==> src/rtl/spi_os_pkg.sv <==
`timescale 1ns/1ps
package spi_os_pkg;

  localparam int unsigned SYNC_STAGES = 2;

  typedef struct packed {
    logic lead;
    logic trail;
  } sclk_evt_t;

  function automatic int unsigned cnt_width(int unsigned n);
    return (n > 1) ? $clog2(n) : 1;
  endfunction

endpackage

==> src/rtl/spi_os_sync.sv <==
`timescale 1ns/1ps
module spi_os_sync #(
  parameter int unsigned       WIDTH   = 1,
  parameter int unsigned       STAGES  = 2,
  parameter logic [WIDTH-1:0]  RST_VAL = '0
) (
  input  logic             clk_i,
  input  logic             rst_ni,
  input  logic [WIDTH-1:0] d_i,
  output logic [WIDTH-1:0] q_o
);

  logic [STAGES-1:0][WIDTH-1:0] chain_q;

  always_ff @(posedge clk_i or negedge rst_ni) begin
    if (!rst_ni) begin
      chain_q <= {STAGES{RST_VAL}};
    end else begin
      chain_q[0] <= d_i;
      for (int s = 1; s < STAGES; s++) chain_q[s] <= chain_q[s-1];
    end
  end

  assign q_o = chain_q[STAGES-1];

endmodule

==> src/rtl/spi_os_edge.sv <==
`timescale 1ns/1ps
module spi_os_edge
  import spi_os_pkg::*;
(
  input  logic      clk_i,
  input  logic      rst_ni,
  input  logic      sclk_i,
  input  logic      sel_ni,
  input  logic      cpol_i,
  output sclk_evt_t evt_o
);

  logic sclk_q;
  logic rise, fall, active;

  always_ff @(posedge clk_i or negedge rst_ni) begin
    if (!rst_ni) sclk_q <= 1'b0;
    else         sclk_q <= sclk_i;
  end

  assign rise   = sclk_i & ~sclk_q;
  assign fall   = ~sclk_i & sclk_q;
  // edges outside a frame are dropped
  assign active = ~sel_ni;

  always_comb begin
    evt_o.lead  = active & (cpol_i ? fall : rise);
    evt_o.trail = active & (cpol_i ? rise : fall);
  end


  edge_gap_chk: assert property (@(posedge clk_i) disable iff (!rst_ni)
    (evt_o.lead || evt_o.trail) |=> !(evt_o.lead || evt_o.trail));

endmodule

==> src/rtl/spi_os_shift.sv <==
`timescale 1ns/1ps
module spi_os_shift
  import spi_os_pkg::*;
#(
  parameter int unsigned DATA_W = 8
) (
  input  logic              clk_i,
  input  logic              rst_ni,
  input  sclk_evt_t         evt_i,
  input  logic              sel_ni,
  input  logic              sdi_i,
  input  logic [DATA_W-1:0] tx_data_i,
  input  logic              tx_load_i,
  output logic [DATA_W-1:0] rx_data_o,
  output logic              rx_done_o,
  output logic              sdo_o
);

  localparam int unsigned         CNT_W = cnt_width(DATA_W);
  localparam logic [CNT_W-1:0]    LAST  = CNT_W'(DATA_W - 1);

  logic [DATA_W-1:0] tx_buf_q, tx_sr_q, rx_sr_q, rx_data_q;
  logic [DATA_W-1:0] rx_next, tx_next;
  logic [CNT_W-1:0]  cnt_q;
  logic              done_q, last_bit;

  assign rx_next  = DATA_W'({rx_sr_q, sdi_i});
  assign tx_next  = DATA_W'({tx_sr_q, 1'b0});
  assign last_bit = (cnt_q == LAST);

  always_ff @(posedge clk_i or negedge rst_ni) begin
    if (!rst_ni)        tx_buf_q <= '0;
    else if (tx_load_i) tx_buf_q <= tx_data_i;
  end

  always_ff @(posedge clk_i or negedge rst_ni) begin
    if (!rst_ni) begin
      tx_sr_q <= '0;
      rx_sr_q <= '0;
      cnt_q   <= '0;
    end else if (sel_ni) begin
      tx_sr_q <= tx_buf_q;
      cnt_q   <= '0;
    end else begin
      // bit 0 is already driven at frame start: first lead edge does not shift
      if (evt_i.lead && cnt_q != '0) tx_sr_q <= tx_next;
      if (evt_i.trail) begin
        rx_sr_q <= rx_next;
        if (last_bit) begin
          cnt_q   <= '0;
          tx_sr_q <= tx_buf_q;
        end else begin
          cnt_q   <= CNT_W'(cnt_q + 1'b1);
        end
      end
    end
  end

  always_ff @(posedge clk_i or negedge rst_ni) begin
    if (!rst_ni) begin
      rx_data_q <= '0;
      done_q    <= 1'b0;
    end else begin
      done_q <= ~sel_ni & evt_i.trail & last_bit;
      if (~sel_ni & evt_i.trail & last_bit) rx_data_q <= rx_next;
    end
  end

  assign rx_data_o = rx_data_q;
  assign rx_done_o = done_q;
  assign sdo_o     = tx_sr_q[DATA_W-1];


  done_pulse_chk: assert property (@(posedge clk_i) disable iff (!rst_ni)
    done_q |=> !done_q);

  idle_cnt_chk: assert property (@(posedge clk_i) disable iff (!rst_ni)
    sel_ni |=> (cnt_q == '0));

  tx_hold_chk: assert property (@(posedge clk_i) disable iff (!rst_ni)
    (!sel_ni && !evt_i.lead && !evt_i.trail) |=> $stable(tx_sr_q));

  rx_keep_chk: assert property (@(posedge clk_i) disable iff (!rst_ni)
    !$stable(rx_data_q) |-> done_q);

endmodule

==> src/rtl/spi_os_slave.sv <==
`timescale 1ns/1ps
module spi_os_slave
  import spi_os_pkg::*;
#(
  parameter int unsigned DATA_W = 8
) (
  input  logic              clk_i,
  input  logic              rst_ni,
  input  logic              cpol_i,
  input  logic              sclk_i,
  input  logic              sdi_i,
  input  logic              sel_ni,
  input  logic [DATA_W-1:0] tx_data_i,
  input  logic              tx_load_i,
  output logic [DATA_W-1:0] rx_data_o,
  output logic              rx_done_o,
  output logic              sdo_o,
  output logic              sdo_oe_o
);

  logic [2:0] pins_raw, pins_syn;
  logic       sclk_s, sdi_s, sel_s;
  sclk_evt_t  evt;

  assign pins_raw = {sel_ni, sdi_i, sclk_i};

  spi_os_sync #(
    .WIDTH  (3),
    .STAGES (SYNC_STAGES),
    .RST_VAL(3'b100)
  ) u_sync (
    .clk_i (clk_i),
    .rst_ni(rst_ni),
    .d_i   (pins_raw),
    .q_o   (pins_syn)
  );

  assign sel_s  = pins_syn[2];
  assign sdi_s  = pins_syn[1];
  assign sclk_s = pins_syn[0];

  spi_os_edge u_edge (
    .clk_i (clk_i),
    .rst_ni(rst_ni),
    .sclk_i(sclk_s),
    .sel_ni(sel_s),
    .cpol_i(cpol_i),
    .evt_o (evt)
  );

  spi_os_shift #(.DATA_W(DATA_W)) u_shift (
    .clk_i    (clk_i),
    .rst_ni   (rst_ni),
    .evt_i    (evt),
    .sel_ni   (sel_s),
    .sdi_i    (sdi_s),
    .tx_data_i(tx_data_i),
    .tx_load_i(tx_load_i),
    .rx_data_o(rx_data_o),
    .rx_done_o(rx_done_o),
    .sdo_o    (sdo_o)
  );

  assign sdo_oe_o = ~sel_s;

  // two-flop delay from pin to enable
  oe_tristate_chk: assert property (@(posedge clk_i) disable iff (!rst_ni)
    $past(sel_ni, 2) |-> !sdo_oe_o);

  oe_drive_chk: assert property (@(posedge clk_i) disable iff (!rst_ni)
    !$past(sel_ni, 2) |-> sdo_oe_o);

endmodule

==> config.mk <==
export PLATFORM = sky130hd
export DESIGN_NAME = spi_os_slave
export DESIGN_NICKNAME = d
export VERILOG_FILES = /design/src/rtl/spi_os_pkg.sv /design/src/rtl/spi_os_sync.sv /design/src/rtl/spi_os_edge.sv /design/src/rtl/spi_os_shift.sv /design/src/rtl/spi_os_slave.sv
export SDC_FILE = /design/constraint.sdc
export NUM_CORES = 1
export LEC_CHECK = 0
export ABC_AREA = 1
export BUFFER_PORTS_ARGS = -buffer_cell sky130_fd_sc_hd__buf_2
export CAP_MARGIN = 20
export CORE_MARGIN = 2
export CORE_UTILIZATION = 45
export DETAILED_ROUTE_END_ITERATION = 6
export PLACE_DENSITY = 0.76
export SYNTH_ARGS = -nofsm -noshare
export SYNTH_HDL_FRONTEND = slang
export SYNTH_SLANG_ARGS = --single-unit
==> constraint.sdc <==
create_clock -name clk_i -period 2 [get_ports clk_i]
set_input_delay 0.1 -clock clk_i [delete_from_list [all_inputs] [get_ports clk_i]]
set_output_delay 0.1 -clock clk_i [all_outputs]
set_load 0.01 [all_outputs]
After elaboration in Yosys (flattened, before gate mapping)
Cells that the tools add are included.
Widths: inputs -> output; s select.
Cells by class
  $add $sub $neg: 1
  equality and inequality tests: 1
  muxes and demuxes: 9
  bitwise operators: 9
  reduce and logical (&&, ||, !) cells: 4
Operators by type and width (number)
  $mux 8: 4
  $mux 3: 3
  $and 1x1->1: 6
  $add 3x1->3 const B: 1
  $eq 3x3->1 const B: 1
  $not 1->1: 3
  $reduce_bool 3->1: 1
  $mux 1: 2
  $reduce_and 2->1: 1
  $reduce_bool 2->1: 1
  $logic_and 1x1->1: 1
Storage, ports and cells
  register bits: 42
  bits of input ports: 15
  output and inout port bits: 11
  logic and storage cells: 33

Logic depth before layout (Yosys ltp)
Gate-level depths: netlist of run 1.
  depth after elaboration: 9
  mapped depth: 8
  gate-level depth less buffers: 8

By module
From an unflattened synthesis of run 1, not the netlist that was laid out.
Second synthesis, totals
  cell total of the unflattened synthesis: 179
  area, all modules: 1816.7 µm²
Modules (own cells, without submodules)
  spi_os_shift: instances 1, cells an instance 154, area an instance 1557.7 µm², sequential area each 875.8 µm²
  spi_os_sync: instances 1, cells an instance 9, area an instance 175.2 µm², sequential area each 152.6 µm²
  spi_os_edge: instances 1, cells an instance 15, area an instance 80.1 µm², sequential area each 25.0 µm²
  spi_os_slave: instances 1, cells an instance 1, area an instance 3.8 µm², sequential area each 0.0 µm²

Worst setup path before layout of run 1
No wires, ideal clock.
  path type: register to register
  start point: reg u_shift.cnt_q[0]
  end point: reg u_shift.tx_sr_q[7]
  library setup time: 0.117 ns
  arrival: 1.240 ns
  required time: 1.883 ns
  path slack: 0.644 ns
  cell stages (with the launch flop): 9
  path buffers: 0
  clock period less this slack: 1.356 ns
  cells stage by stage: dfrtp_1 > inv_1 > ha_1 > a21oi_2 > nand2_2 > nand2_1 > nand2_1 > nand2_1 > nand2_1
Between the ends
  longest elaborated chain between the ends: 6
  elaborated cells on any way between the ends: 7
  classes of those cells: 1 x eq/ne; 4 x mux; 2 x reduce/logical
Ends and longest elaborated chain
  from (decl): RTL line spi_os_shift.sv:24  | logic [CNT_W-1:0] cnt_q;
  from (signal assigned): RTL line spi_os_shift.sv:53  | cnt_q <= CNT_W'(cnt_q + 1'b1);
  $reduce_bool 3->1: RTL line spi_os_shift.sv:46  | if (evt_i.lead && cnt_q != '0) tx_sr_q <= tx_next;
  $logic_and 1x1->1: RTL line spi_os_shift.sv:46
  $mux 8: RTL line spi_os_shift.sv:46
  $mux 8: RTL line spi_os_shift.sv:49  | if (last_bit) begin
  $mux 8 *: RTL line spi_os_shift.sv:47  | if (evt_i.trail) begin
  $mux 8 *: RTL line spi_os_shift.sv:41  | end else if (sel_ni) begin
  to (signal assigned): RTL line spi_os_shift.sv:42  | tx_sr_q <= tx_buf_q;
  to (signal assigned): RTL line spi_os_shift.sv:46
  to (signal assigned): RTL line spi_os_shift.sv:51  | tx_sr_q <= tx_buf_q;
  to (decl): RTL line spi_os_shift.sv:22  | logic [DATA_W-1:0] tx_buf_q, tx_sr_q, rx_sr_q, rx_data_q;
Every way passes the cells marked *; elsewhere a longest branch is shown, timed or not.
A chain may end at the register's enable or synchronous reset.

Final worst setup path of run 1
  start point: reg u_shift.cnt_q[0]
  end point: reg u_shift.tx_sr_q[3]
Same word-level chain as after synthesis.

==> flow_metrics.env, run 1 <==
export IMPL_vdd_drop_max_mv=0.782
export IMPL_place_congestion=0.803
export IMPL_die_w_um=66.1
export IMPL_drt_iter0_markers=43
export IMPL_cp_top_family="flip-flops"
export IMPL_ios=26
export IMPL_fill_cells=334
export IMPL_cp_end_kind="register"
export IMPL_port_buffers=25
export IMPL_core_sq_um=3690
export IMPL_clkPwrFrac=0.369
export IMPL_die_area_sq_um=4360
export IMPL_layout_cell_area_non_filler_sq_um=2060
export IMPL_timing_fmax_ghz=0.668
export IMPL_fp_dieH_um=66.1
export IMPL_swShare=0.236
export IMPL_ant_nets=0
export IMPL_dpl_hpwl_um=2140
export IMPL_antenna_found_initial=0
export IMPL_diodes=0
export IMPL_crit_buf_inv=1
export IMPL_period_share=0.749
export IMPL_worst_slack_ps=502
export IMPL_area_growth_pct=18.9
export IMPL_tns_ps=0
export IMPL_path_max_fanout=9
export IMPL_clockBufferDepth=2
export IMPL_crit_top_cell="nand2_1"
export IMPL_syn_area_per_cell_sq_um=9.85
export IMPL_synth_area_sq_um=1730
export IMPL_dp_slack_ps=469
export IMPL_syn_inst=176
export IMPL_yosysUniqueCellTypes=18
export IMPL_clock_skew_ps=11.5
export IMPL_rsz0062_at_grt="false"
export IMPL_tritoncts="yes"
export IMPL_synth_seq_cells=42
export IMPL_yosysSeqAreaShare=0.608
export IMPL_numCtsBuffers=5
export IMPL_vias=1232
export IMPL_postPlaceCellArea_sq_um=1900
export IMPL_ctsResizeCount=0
export IMPL_htree_levels=2
export IMPL_clk_latency_ps=300
export IMPL_slew_limit_headroom=0.682
export IMPL_p_leak_nw=1.12
export IMPL_cp_cell_sequence="inv_1 > ha_1 > a21oi_2 > nand2_2 > nand2_1 > nand2_1 > nand2_1 > nand2_1"
export IMPL_regToRegSetupSlack_ps=500
export IMPL_setup_violations=0
export IMPL_num_nets_final=228
export IMPL_first_pass_iters=4
export IMPL_hold_class="input pin to register"
export IMPL_tightest_slew_ps=476
export IMPL_synth_nets=194
export IMPL_drt_wl_total_um=3040
export IMPL_cts_root_buf="clkbuf_8"
export IMPL_grt_pass1_wl_um=5270
export IMPL_power_mw=1.85
export IMPL_crit_slowest_cell="dfrtp_1"
export IMPL_pwr_share_comb=0.096
export IMPL_critPathKind="register to register"
export IMPL_critPathArrivalTime_ps=1700
export IMPL_grt_pass1_vias=1186
export IMPL_slew_viol_final=0
export IMPL_clk_pin_slew_worst_paths_ps=80
export IMPL_p_sw_mw=0.438
export IMPL_rows=22
export IMPL_grt_usage=0.164
export IMPL_drc=0
export IMPL_status="completed"
export IMPL_critPathLaunchType="register"
export IMPL_required_ps=2200
export IMPL_cts_num_sinks=42
export IMPL_p_per_area_nw_per_um2=900
export IMPL_finalHoldViolCount=0
export IMPL_drive_gt1_frac=0.246
export IMPL_yosysWarnings=0
export IMPL_maxCapViolCount=0
export IMPL_intPower_mw=1.42
export IMPL_cp_slowest_stage_delay_ps=400
export IMPL_grt_max_degree=28
export IMPL_power_frac_seq=0.535
export IMPL_grt_ovfl_total=0
export IMPL_avgViaCountPerCell=4.76
export IMPL_wl_per_cell_um=11.7
export IMPL_fin_crit_ps=1500
export IMPL_initial_core_util=0.470
[timing repair]
action / CTS / global route
hold buffers: 4 / 0
setup buffers: 0 / 0
endpoints found under the setup margin: 0 / 0
endpoints found under the hold margin: 17 / 0
[flip-flops by register name, summed over array words and instances (netlist names)]
| register | cells |
|---|---|
| u_edge.sclk_q | 1 |
| u_shift.cnt_q | 3 |
| u_shift.rx_data_o | 8 |
| u_shift.rx_done_o | 1 |
| u_shift.rx_sr_q | 7 |
| u_shift.tx_buf_q | 8 |
| u_shift.tx_sr_q | 8 |
| u_sync.chain_q | 3 |
| u_sync.q_o | 3 |
[final cells by class]
type,instances,area (sq um),area share
Timing Repair Buffer,30,173,0.0838
Clock buffer,7,86.3,0.0419
Tap cell,48,60.1,0.0291
Clock inverter,1,30.0,0.0146
Multi-Input combinational cell,123,628,0.305
Sequential cell,42,1050,0.511
Inverter,8,30.0,0.0146
[cell usage in the layout (no fill, tap or decap), types with 2 or more instances in the layout]
cell type / count
clkbuf_8: 6
buf_2: 25
inv_1: 7
mux2_2: 8
nand2_2: 3
ha_1: 3
dlygate4sd3_1: 4
nand2_1: 82
dfstp_2: 2
nand3_1: 20
dfrtp_1: 40
[power groups by stage]
| stage | Clock (mW) | Sequential (mW) | Combinational, mW |
|---|---|---|---|
| after detailed placement | 0 | 1.01 | 0.176 |
| after global placement | 0 | 1.01 | 0.170 |
| after floorplan | 0 | 0.992 | 0.121 |
| final | 0.685 | 0.992 | 0.177 |
| after global routing | 0.730 | 1.00 | 0.206 |
| after CTS | 0.695 | 0.992 | 0.181 |
[worst register-to-register path, delay by kind of cell (launching register included)]
kind            cells  cell delay, ps
compound gates      1             340
fa+ha+maj           1             200
buf+inv             1              60
flops               1             400
simple gates        5             410
[synth_stat cells]
library cell / instances / area (sq um)
a21oi_2: 1 / 8.76
nand3_1: 20 / 100
o21ai_2: 1 / 8.76
inv_1: 7 / 26.3
dfstp_2: 2 / 52.6
buf_6: 1 / 11.3
dfrtp_1: 40 / 1000
nor2_1: 1 / 3.75
mux2_2: 8 / 90.1
nand2_4: 1 / 11.3
ha_1: 3 / 37.5
nand3_4: 1 / 17.5
buf_2: 2 / 10.0
nand2_1: 82 / 308
inv_2: 1 / 3.75
a21oi_4: 1 / 16.3
a21boi_0: 1 / 7.51
nand2_2: 3 / 18.8
[worst paths after layout]
check / start / end / depth (start not counted)
max: u_shift.cnt_q[0]$_DFFE_PN0P_ / u_shift.tx_sr_q[3]$_DFF_PN0_ / 8
max in group asynchronous: rst_ni / u_shift.cnt_q[0]$_DFFE_PN0P_ / 3
min: tx_data_i[4] / u_shift.tx_buf_q[4]$_DFFE_PN0P_ / 2
min reg2reg: u_sync.chain_q[0]$_DFF_PN0_ / u_sync.q_o[0]$_DFF_PN0_ / 0
min in group asynchronous: rst_ni / u_shift.tx_sr_q[7]$_DFF_PN0_ / 2
max reg2reg: u_shift.cnt_q[0]$_DFFE_PN0P_ / u_shift.tx_sr_q[3]$_DFF_PN0_ / 8
[routing by layer]
metal,GRT usage,wire [um]
met1,0.212,1480
met5,0,0
met2,0.241,1340
met4,0.0791,63
met3,0.0630,164
[cell families after synthesis]
family	count (synthesis)	share of synthesized area
muxes	8	0.0520
buffers and inverters	11	0.0296
AOI/OAI and AO/OA	4	0.0238
and+or+nand+nor	108	0.265
adders and majority gates	3	0.0217
DFF	42	0.608
[per-stage QoR]
stage                      util  instances  hold slack [ps]
after floorplan               -        176             -196
after global placement    0.516        247             25.4
after detailed placement  0.516        247             27.2
after CTS                 0.559        259             23.9
after global routing      0.559        259             19.0
final                     0.559        259             28.5
(Power assumes the default switching activity.)
==> run 2, diff against run 1 <==
--- a/config.mk
+++ b/config.mk
@@ -5,13 +5,13 @@
 export SDC_FILE = /design/constraint.sdc
 export NUM_CORES = 1
 export LEC_CHECK = 0
-export ABC_AREA = 1
+export ABC_AREA = 0
 export BUFFER_PORTS_ARGS = -buffer_cell sky130_fd_sc_hd__buf_2
 export CAP_MARGIN = 20
 export CORE_MARGIN = 2
 export CORE_UTILIZATION = 45
 export DETAILED_ROUTE_END_ITERATION = 6
-export PLACE_DENSITY = 0.76
+export PLACE_DENSITY = 0.79
 export SYNTH_ARGS = -nofsm -noshare
 export SYNTH_HDL_FRONTEND = slang
 export SYNTH_SLANG_ARGS = --single-unit
==> constraint.sdc (replaced) <==
create_clock -name clk_i -period 1.25 [get_ports clk_i]
set_input_delay 0.0625 -clock clk_i [delete_from_list [all_inputs] [get_ports clk_i]]
set_output_delay 0.0625 -clock clk_i [all_outputs]
set_load 0.01 [all_outputs]
==> run 2 against run 1 <==
The run now ends with setup timing left; maximum frequency down 15%; clock skew down 5.6 ps; power up 89%; wire length up 28%; setup slack worse by 1000 ps; count of clock-buffer cells in the layout down 2; die area up 3.3%; largest power group unchanged.
==> flow_metrics.env, run 2 <==
export IMPL_worst_slack_ps=-508
export IMPL_numCtsBuffers=5
export IMPL_seq_area_sq_um=1050
export IMPL_area_growth_pct=45.2
export IMPL_drc=0
export IMPL_dp_cells=214
export IMPL_tightest_slew_ps=450
export IMPL_grt_ovfl_total=0
export IMPL_final_cell_mix="dfrtp_1 (40), buf_2 (24), buf_4 (19), mux2_2 (15), dlygate4sd3_1 (12)"
export IMPL_yosysUniqueCellTypes=27
export IMPL_synth_area_sq_um=1790
export IMPL_synth_edf_count=0
export IMPL_maxCapViolCount=0
export IMPL_grt_usage=0.188
export IMPL_p_per_area_nw_per_um2=1350
export IMPL_slew_viol_final=0
export IMPL_reg2reg_depth=5
export IMPL_critPathKind="register to register"
export IMPL_final_core_util=0.696
export IMPL_critPathLaunchType="register"
export IMPL_dpl_hpwl_um=2320
export IMPL_fill_cells=270
export IMPL_regToRegSetupSlack_ps=-510
export IMPL_dp_slack_ps=-422
export IMPL_critPathArrivalTime_ps=1940
export IMPL_place_congestion=0.758
export IMPL_drt_iter0_markers=35
export IMPL_multiInputGateArea_sq_um=788
export IMPL_drt_wl_total_um=3890
export IMPL_final_common_cell="dfrtp_1"
export IMPL_synth_area_leader_cell="dfrtp_1"
export IMPL_syn_area_per_cell_sq_um=13.9
export IMPL_avgViaCountPerCell=5.11
export IMPL_p_leak_nw=1.23
export IMPL_holdPathEnd="u_shift.tx_buf_q[0]$_DFFE_PN0P_"
export IMPL_timing_fmax_ghz=0.569
export IMPL_syn_inst=129
export IMPL_synthTopCellsByArea="dfrtp_1 (56%), mux2_2 (14%), mux2i_1 (3.9%)"
export IMPL_vias=1252
export IMPL_synthArstFlopShare=1.00
export IMPL_clockBufferDepth=2
export IMPL_setup_violations=28
export IMPL_port_buffers=25
export IMPL_tns_ps=-9460
export IMPL_dr_wl_met3_um=109
export IMPL_cts_root_buf="clkbuf_8"
export IMPL_first_pass_iters=4
export IMPL_min_from="tx_load_i"
export IMPL_wl_per_cell_um=15.9
export IMPL_antenna_found_initial=0
export IMPL_core_sq_um=3740
export IMPL_ios=26
export IMPL_die_w_um=67.1
export IMPL_status="finished with violations"
export IMPL_r2r_start="u_sync.q_o[0]$_DFF_PN0_"
export IMPL_clk_latency_ps=300
export IMPL_grt_pass1_vias=1285
export IMPL_period_share=1.41
export IMPL_fp_dieH_um=67.1
export IMPL_yosysTopAreaCellShare=0.558
export IMPL_synth_nets=147
export IMPL_synth_most_common_cell="dfrtp_1"
export IMPL_synth_seq_cells=42
export IMPL_vdd_drop_max_mv=1.13
export IMPL_grt_pass1_wl_um=5980
export IMPL_rsz0062_at_grt="true"
export IMPL_violations="setup timing"
export IMPL_ant_nets=0
export IMPL_fin_cells=245
export IMPL_layout_cell_area_non_filler_sq_um=2600
export IMPL_worst_r2r_endpoint="u_shift.tx_sr_q[5]$_DFF_PN0_"
export IMPL_required_ps=1430
export IMPL_min_path_cells=2
export IMPL_diodes=0
export IMPL_yosysSeqAreaShare=0.588
export IMPL_wl_met1_um=1630
export IMPL_topRoutingLayerUsed="met4"
export IMPL_die_area_sq_um=4510
export IMPL_grt_max_degree=23
export IMPL_synth_main_ff_cell="dfrtp_1"
export IMPL_clock_skew_ps=5.92
export IMPL_ys_top_cells_by_count="dfrtp_1 (40), mux2_2 (22)"
export IMPL_cts_num_sinks=42
export IMPL_postPlaceCellArea_sq_um=2150
export IMPL_htree_levels=2
export IMPL_slew_limit_headroom=0.700
export IMPL_hold_class="input pin to register"
export IMPL_initial_core_util=0.479
export IMPL_finalHoldViolCount=0
export IMPL_yosysWarnings=0
export IMPL_drive_gt1_frac=0.589
export IMPL_tritoncts="yes"
export IMPL_wl_met2_um=2040
export IMPL_cp_end_kind="register"
export IMPL_path_max_fanout=8
export IMPL_rows=22
export IMPL_num_nets_final=214
export IMPL_fin_crit_ps=1760
export IMPL_clk_pin_slew_worst_paths_ps=80
==> run 2: cell types whose count changed after synthesis, sizes merged, moves of 3 or more <==
cell | before | now
nand2 | 86 | 6
nand3 | 21 | 0
mux2 | 8 | 22
nor2 | 1 | 7
mux2i | 0 | 7
a21oi | 2 | 12
nand3b | 0 | 3
==> run 2: through the flow <==
step                hold WS (ps)  power, mW
floorplan                   -233       1.96
global placement            24.9       2.09
detailed placement          39.6       2.12
CTS                         97.3       3.48
global route                 160       3.66
finish                       112       3.51
==> run 2: metal layers <==
metal | up-vias | global-route usage
met5 | - | 0
met4 | 0 | 0.0969
met3 | 10 | 0.0507
met2 | 20 | 0.302
met1 | 632 | 0.233
li1 | 590 | -
==> run 2: where the power goes <==
part	switching [mW]	internal [mW]
clock network	0.477	0.800
registers	0.136	1.53
logic	0.204	0.357
==> run 2: worst max-delay path, stage by stage, from the launching register on <==
cell and delay (ps):
dfrtp_1 410, or3b_4 410, a221oi_4 290, buf_12 190, mux2i_1 270, a21oi_2 80
==> run 2: logic make-up (layout without fill, tap and decap cells) <==
| family | count (synthesis) | count (layout) | synth area share |
|---|---|---|---|
| simple gates | 23 | 23 | 0.0775 |
| mux | 29 | 29 | 0.177 |
| flops | 42 | 42 | 0.588 |
| compound gates | 20 | 20 | 0.0970 |
| buf+inv | 12 | 80 | 0.0398 |
| fa+ha+maj | 3 | 3 | 0.0209 |
==> run 2: cell type report <==
type                            instances  share of cell area
Multi-Input combinational cell         75               0.303
Clock inverter                          3              0.0264
Clock buffer                            5              0.0264
Timing Repair Buffer                   65               0.207
Tap cell                               48              0.0231
Inverter                                7              0.0101
Sequential cell                        42               0.405
==> run 2: how the worst max path moves through the flow <==
stage | startpoint | to | slack [ps] | cells after the start
floorplan | u_edge.sclk_q$_DFF_PN0_ | u_shift.tx_sr_q[1]$_DFF_PN0_ | -490 | 5
global placement | u_edge.sclk_q$_DFF_PN0_ | u_shift.tx_sr_q[3]$_DFF_PN0_ | -380 | 5
detailed placement | u_edge.sclk_q$_DFF_PN0_ | u_shift.tx_sr_q[2]$_DFF_PN0_ | -420 | 5
CTS | u_shift.cnt_q[0]$_DFFE_PN0P_ | u_shift.tx_sr_q[4]$_DFF_PN0_ | -470 | 8
global route | u_sync.q_o[0]$_DFF_PN0_ | u_shift.tx_sr_q[1]$_DFF_PN0_ | -580 | 5
finish | u_sync.q_o[0]$_DFF_PN0_ | u_shift.tx_sr_q[5]$_DFF_PN0_ | -510 | 5
==> run 2: repair_timing <==
item | 4_1_cts | 5_1_grt
gates cloned | 1 | 0
resized for setup | 13 | 10
setup buffers | 7 | 3
pin swaps | 6 | 5
endpoints found under the hold margin | 28 | 0
hold buffers | 12 | 0
setup endpoints to repair | 28 | 28
==> run 3, diff against run 2 <==
--- a/config.mk
+++ b/config.mk
@@ -11,7 +11,8 @@
 export CORE_MARGIN = 2
 export CORE_UTILIZATION = 45
 export DETAILED_ROUTE_END_ITERATION = 6
-export PLACE_DENSITY = 0.79
+export PLACE_DENSITY = 0.76
+export SETUP_SLACK_MARGIN = 0.05
 export SYNTH_ARGS = -nofsm -noshare
 export SYNTH_HDL_FRONTEND = slang
 export SYNTH_SLANG_ARGS = --single-unit
==> constraint.sdc (replaced) <==
create_clock -name clk_i -period 2.2 [get_ports clk_i]
set_input_delay 0.11 -clock clk_i [delete_from_list [all_inputs] [get_ports clk_i]]
set_output_delay 0.11 -clock clk_i [all_outputs]
set_load 0.01 [all_outputs]
==> run 3 against run 2 <==
The run now ends clean; global-route usage fell by 4.3 points; wire length fell by 30%; via count is 16% lower; highest routed layer unchanged; cell count down 14%; utilization down 14 points; register-to-register slack better by 800 ps.
==> flow_metrics.env, run 3 (synthesized netlist as in run 2, its figures left out) <==
export IMPL_status="completed"
export IMPL_avgViaCountPerCell=5.02
export IMPL_die_area_sq_um=4510
export IMPL_port_buffers=25
export IMPL_grt_pass1_vias=1071
export IMPL_critPathArrivalTime_ps=2080
export IMPL_finalHoldViolCount=0
export IMPL_clockBufferDepth=2
export IMPL_cp_cell_sequence="or3b_4 > a221oi_4 > mux2i_1 > a21oi_2"
export IMPL_p_per_area_nw_per_um2=785
export IMPL_grt_max_degree=43
export IMPL_worst_slack_ps=294
export IMPL_power_mw=1.63
export IMPL_required_ps=2380
export IMPL_fill_cells=347
export IMPL_dpl_hpwl_um=1980
export IMPL_path_max_fanout=10
export IMPL_area_growth_pct=15.8
export IMPL_clock_skew_ps=6.41
export IMPL_drt_wl_total_um=2740
export IMPL_vdd_drop_max_mv=0.535
export IMPL_slew_limit_headroom=0.412
export IMPL_maxCapViolCount=0
export IMPL_cts_num_sinks=42
export IMPL_core_sq_um=3740
export IMPL_antenna_found_initial=0
export IMPL_critPathLaunchType="register"
export IMPL_p_leak_nw=0.982
export IMPL_tritoncts="yes"
export IMPL_dp_cells=198
export IMPL_drc=0
export IMPL_vias=1054
export IMPL_fin_cells=210
export IMPL_rsz0062_at_grt="false"
export IMPL_tns_ps=0
export IMPL_drive_gt1_frac=0.451
export IMPL_clk_latency_ps=290
export IMPL_critPathKind="register to register"
export IMPL_final_core_util=0.554
export IMPL_fp_dieH_um=67.1
export IMPL_drt_iter0_markers=45
export IMPL_timing_fmax_ghz=0.525
export IMPL_diodes=0
export IMPL_ios=26
export IMPL_htree_levels=2
export IMPL_cts_root_buf="clkbuf_8"
export IMPL_first_pass_iters=4
export IMPL_num_nets_final=179
export IMPL_grt_usage=0.145
export IMPL_crit_slowest_cell="a221oi_4"
export IMPL_period_share=0.866
export IMPL_cp_slowest_stage_delay_ps=520
export IMPL_rows=22
export IMPL_final_cell_mix="dfrtp_1 (40), buf_2 (25), mux2_2 (22)"
export IMPL_place_congestion=0.774
export IMPL_hold_class="input pin to register"
export IMPL_grt_pass1_wl_um=4750
export IMPL_final_common_cell="dfrtp_1"
export IMPL_wl_per_cell_um=13.0
export IMPL_initial_core_util=0.479
export IMPL_dp_slack_ps=279
export IMPL_die_w_um=67.1
export IMPL_clk_pin_slew_worst_paths_ps=70
export IMPL_slew_viol_final=0
export IMPL_grt_ovfl_total=0
export IMPL_setup_violations=0
export IMPL_cp_end_kind="register"
export IMPL_ant_nets=0
export IMPL_fin_crit_ps=1910
export IMPL_numCtsBuffers=5
export IMPL_tightest_slew_ps=882
## run 3: cell count changes in the layout (fill, tap and decap cells not counted), moves of 4 or more
cell,delta
buf_4,-18
dlygate4sd3_1,-8
mux2_2,+7
mux2_4,-7
buf_6,-6
mux2i_1,+6
mux2i_2,-4
## run 3: through the flow
| step | cell area [sq um] | hold WS (ps) |
|---|---|---|
| floorplan | 1790 | -186 |
| CTS | 2080 | 40.3 |
| finish | 2080 | 49.0 |
| global route | 2080 | 23.6 |
| global placement | 1940 | 221 |
| detailed placement | 1940 | 220 |
## run 3: area by class of cell
cell class | instances | area, sq um | share of cell area
Timing Repair Buffer | 30 | 173 | 0.0832
Clock inverter | 2 | 12.5 | 0.00603
Multi-Input combinational cell | 75 | 668 | 0.322
Sequential cell | 42 | 1050 | 0.508
Clock buffer | 6 | 82.6 | 0.0398
Tap cell | 48 | 60.1 | 0.0289
Inverter | 7 | 26.3 | 0.0127
## run 3: per-layer routing
metal	share of wire	vias to the layer above	track usage
met5	0	-	0
met4	0.0091	0	0.0561
met3	0.047	2	0.0557
met2	0.49	23	0.240
met1	0.46	517	0.170
li1	-	512	-
## run 3: power breakdown
part | total (mW) | internal (mW) | switching, mW
Clock | 0.505 | 0.252 | 0.253
Combinational | 0.187 | 0.105 | 0.0817
Sequential | 0.939 | 0.871 | 0.0677
## run 3: final timing paths
kind	from	depth (start not counted)	end	slack (ps)
max	u_sync.q_o[0]$_DFF_PN0_	4	u_shift.tx_sr_q[3]$_DFF_PN0_	290
min	tx_data_i[5]	2	u_shift.tx_buf_q[5]$_DFFE_PN0P_	50
max reg2reg	u_sync.q_o[0]$_DFF_PN0_	4	u_shift.tx_sr_q[3]$_DFF_PN0_	290
min reg2reg	u_sync.chain_q[1]$_DFF_PN0_	0	u_sync.q_o[1]$_DFF_PN0_	350
max in group asynchronous	rst_ni	2	u_shift.cnt_q[1]$_DFFE_PN0P_	1180
min in group asynchronous	rst_ni	2	u_shift.rx_data_o[0]$_DFFE_PN0P_	480
## run 3: timing repair
| item | 4_1_cts | 5_1_grt |
|---|---|---|
| hold endpoints to repair | 43 | 0 |
| hold buffers | 4 | 0 |
| resized for setup | 0 | 0 |
| buffers inserted | 0 | 0 |
## run 3: critical path, delay by kind of cell, from the launching register on
family	cells	cell delay, ps
AOI/OAI and AO/OA	2	600
muxes	1	300
DFF	1	480
and+or+nand+nor	1	420
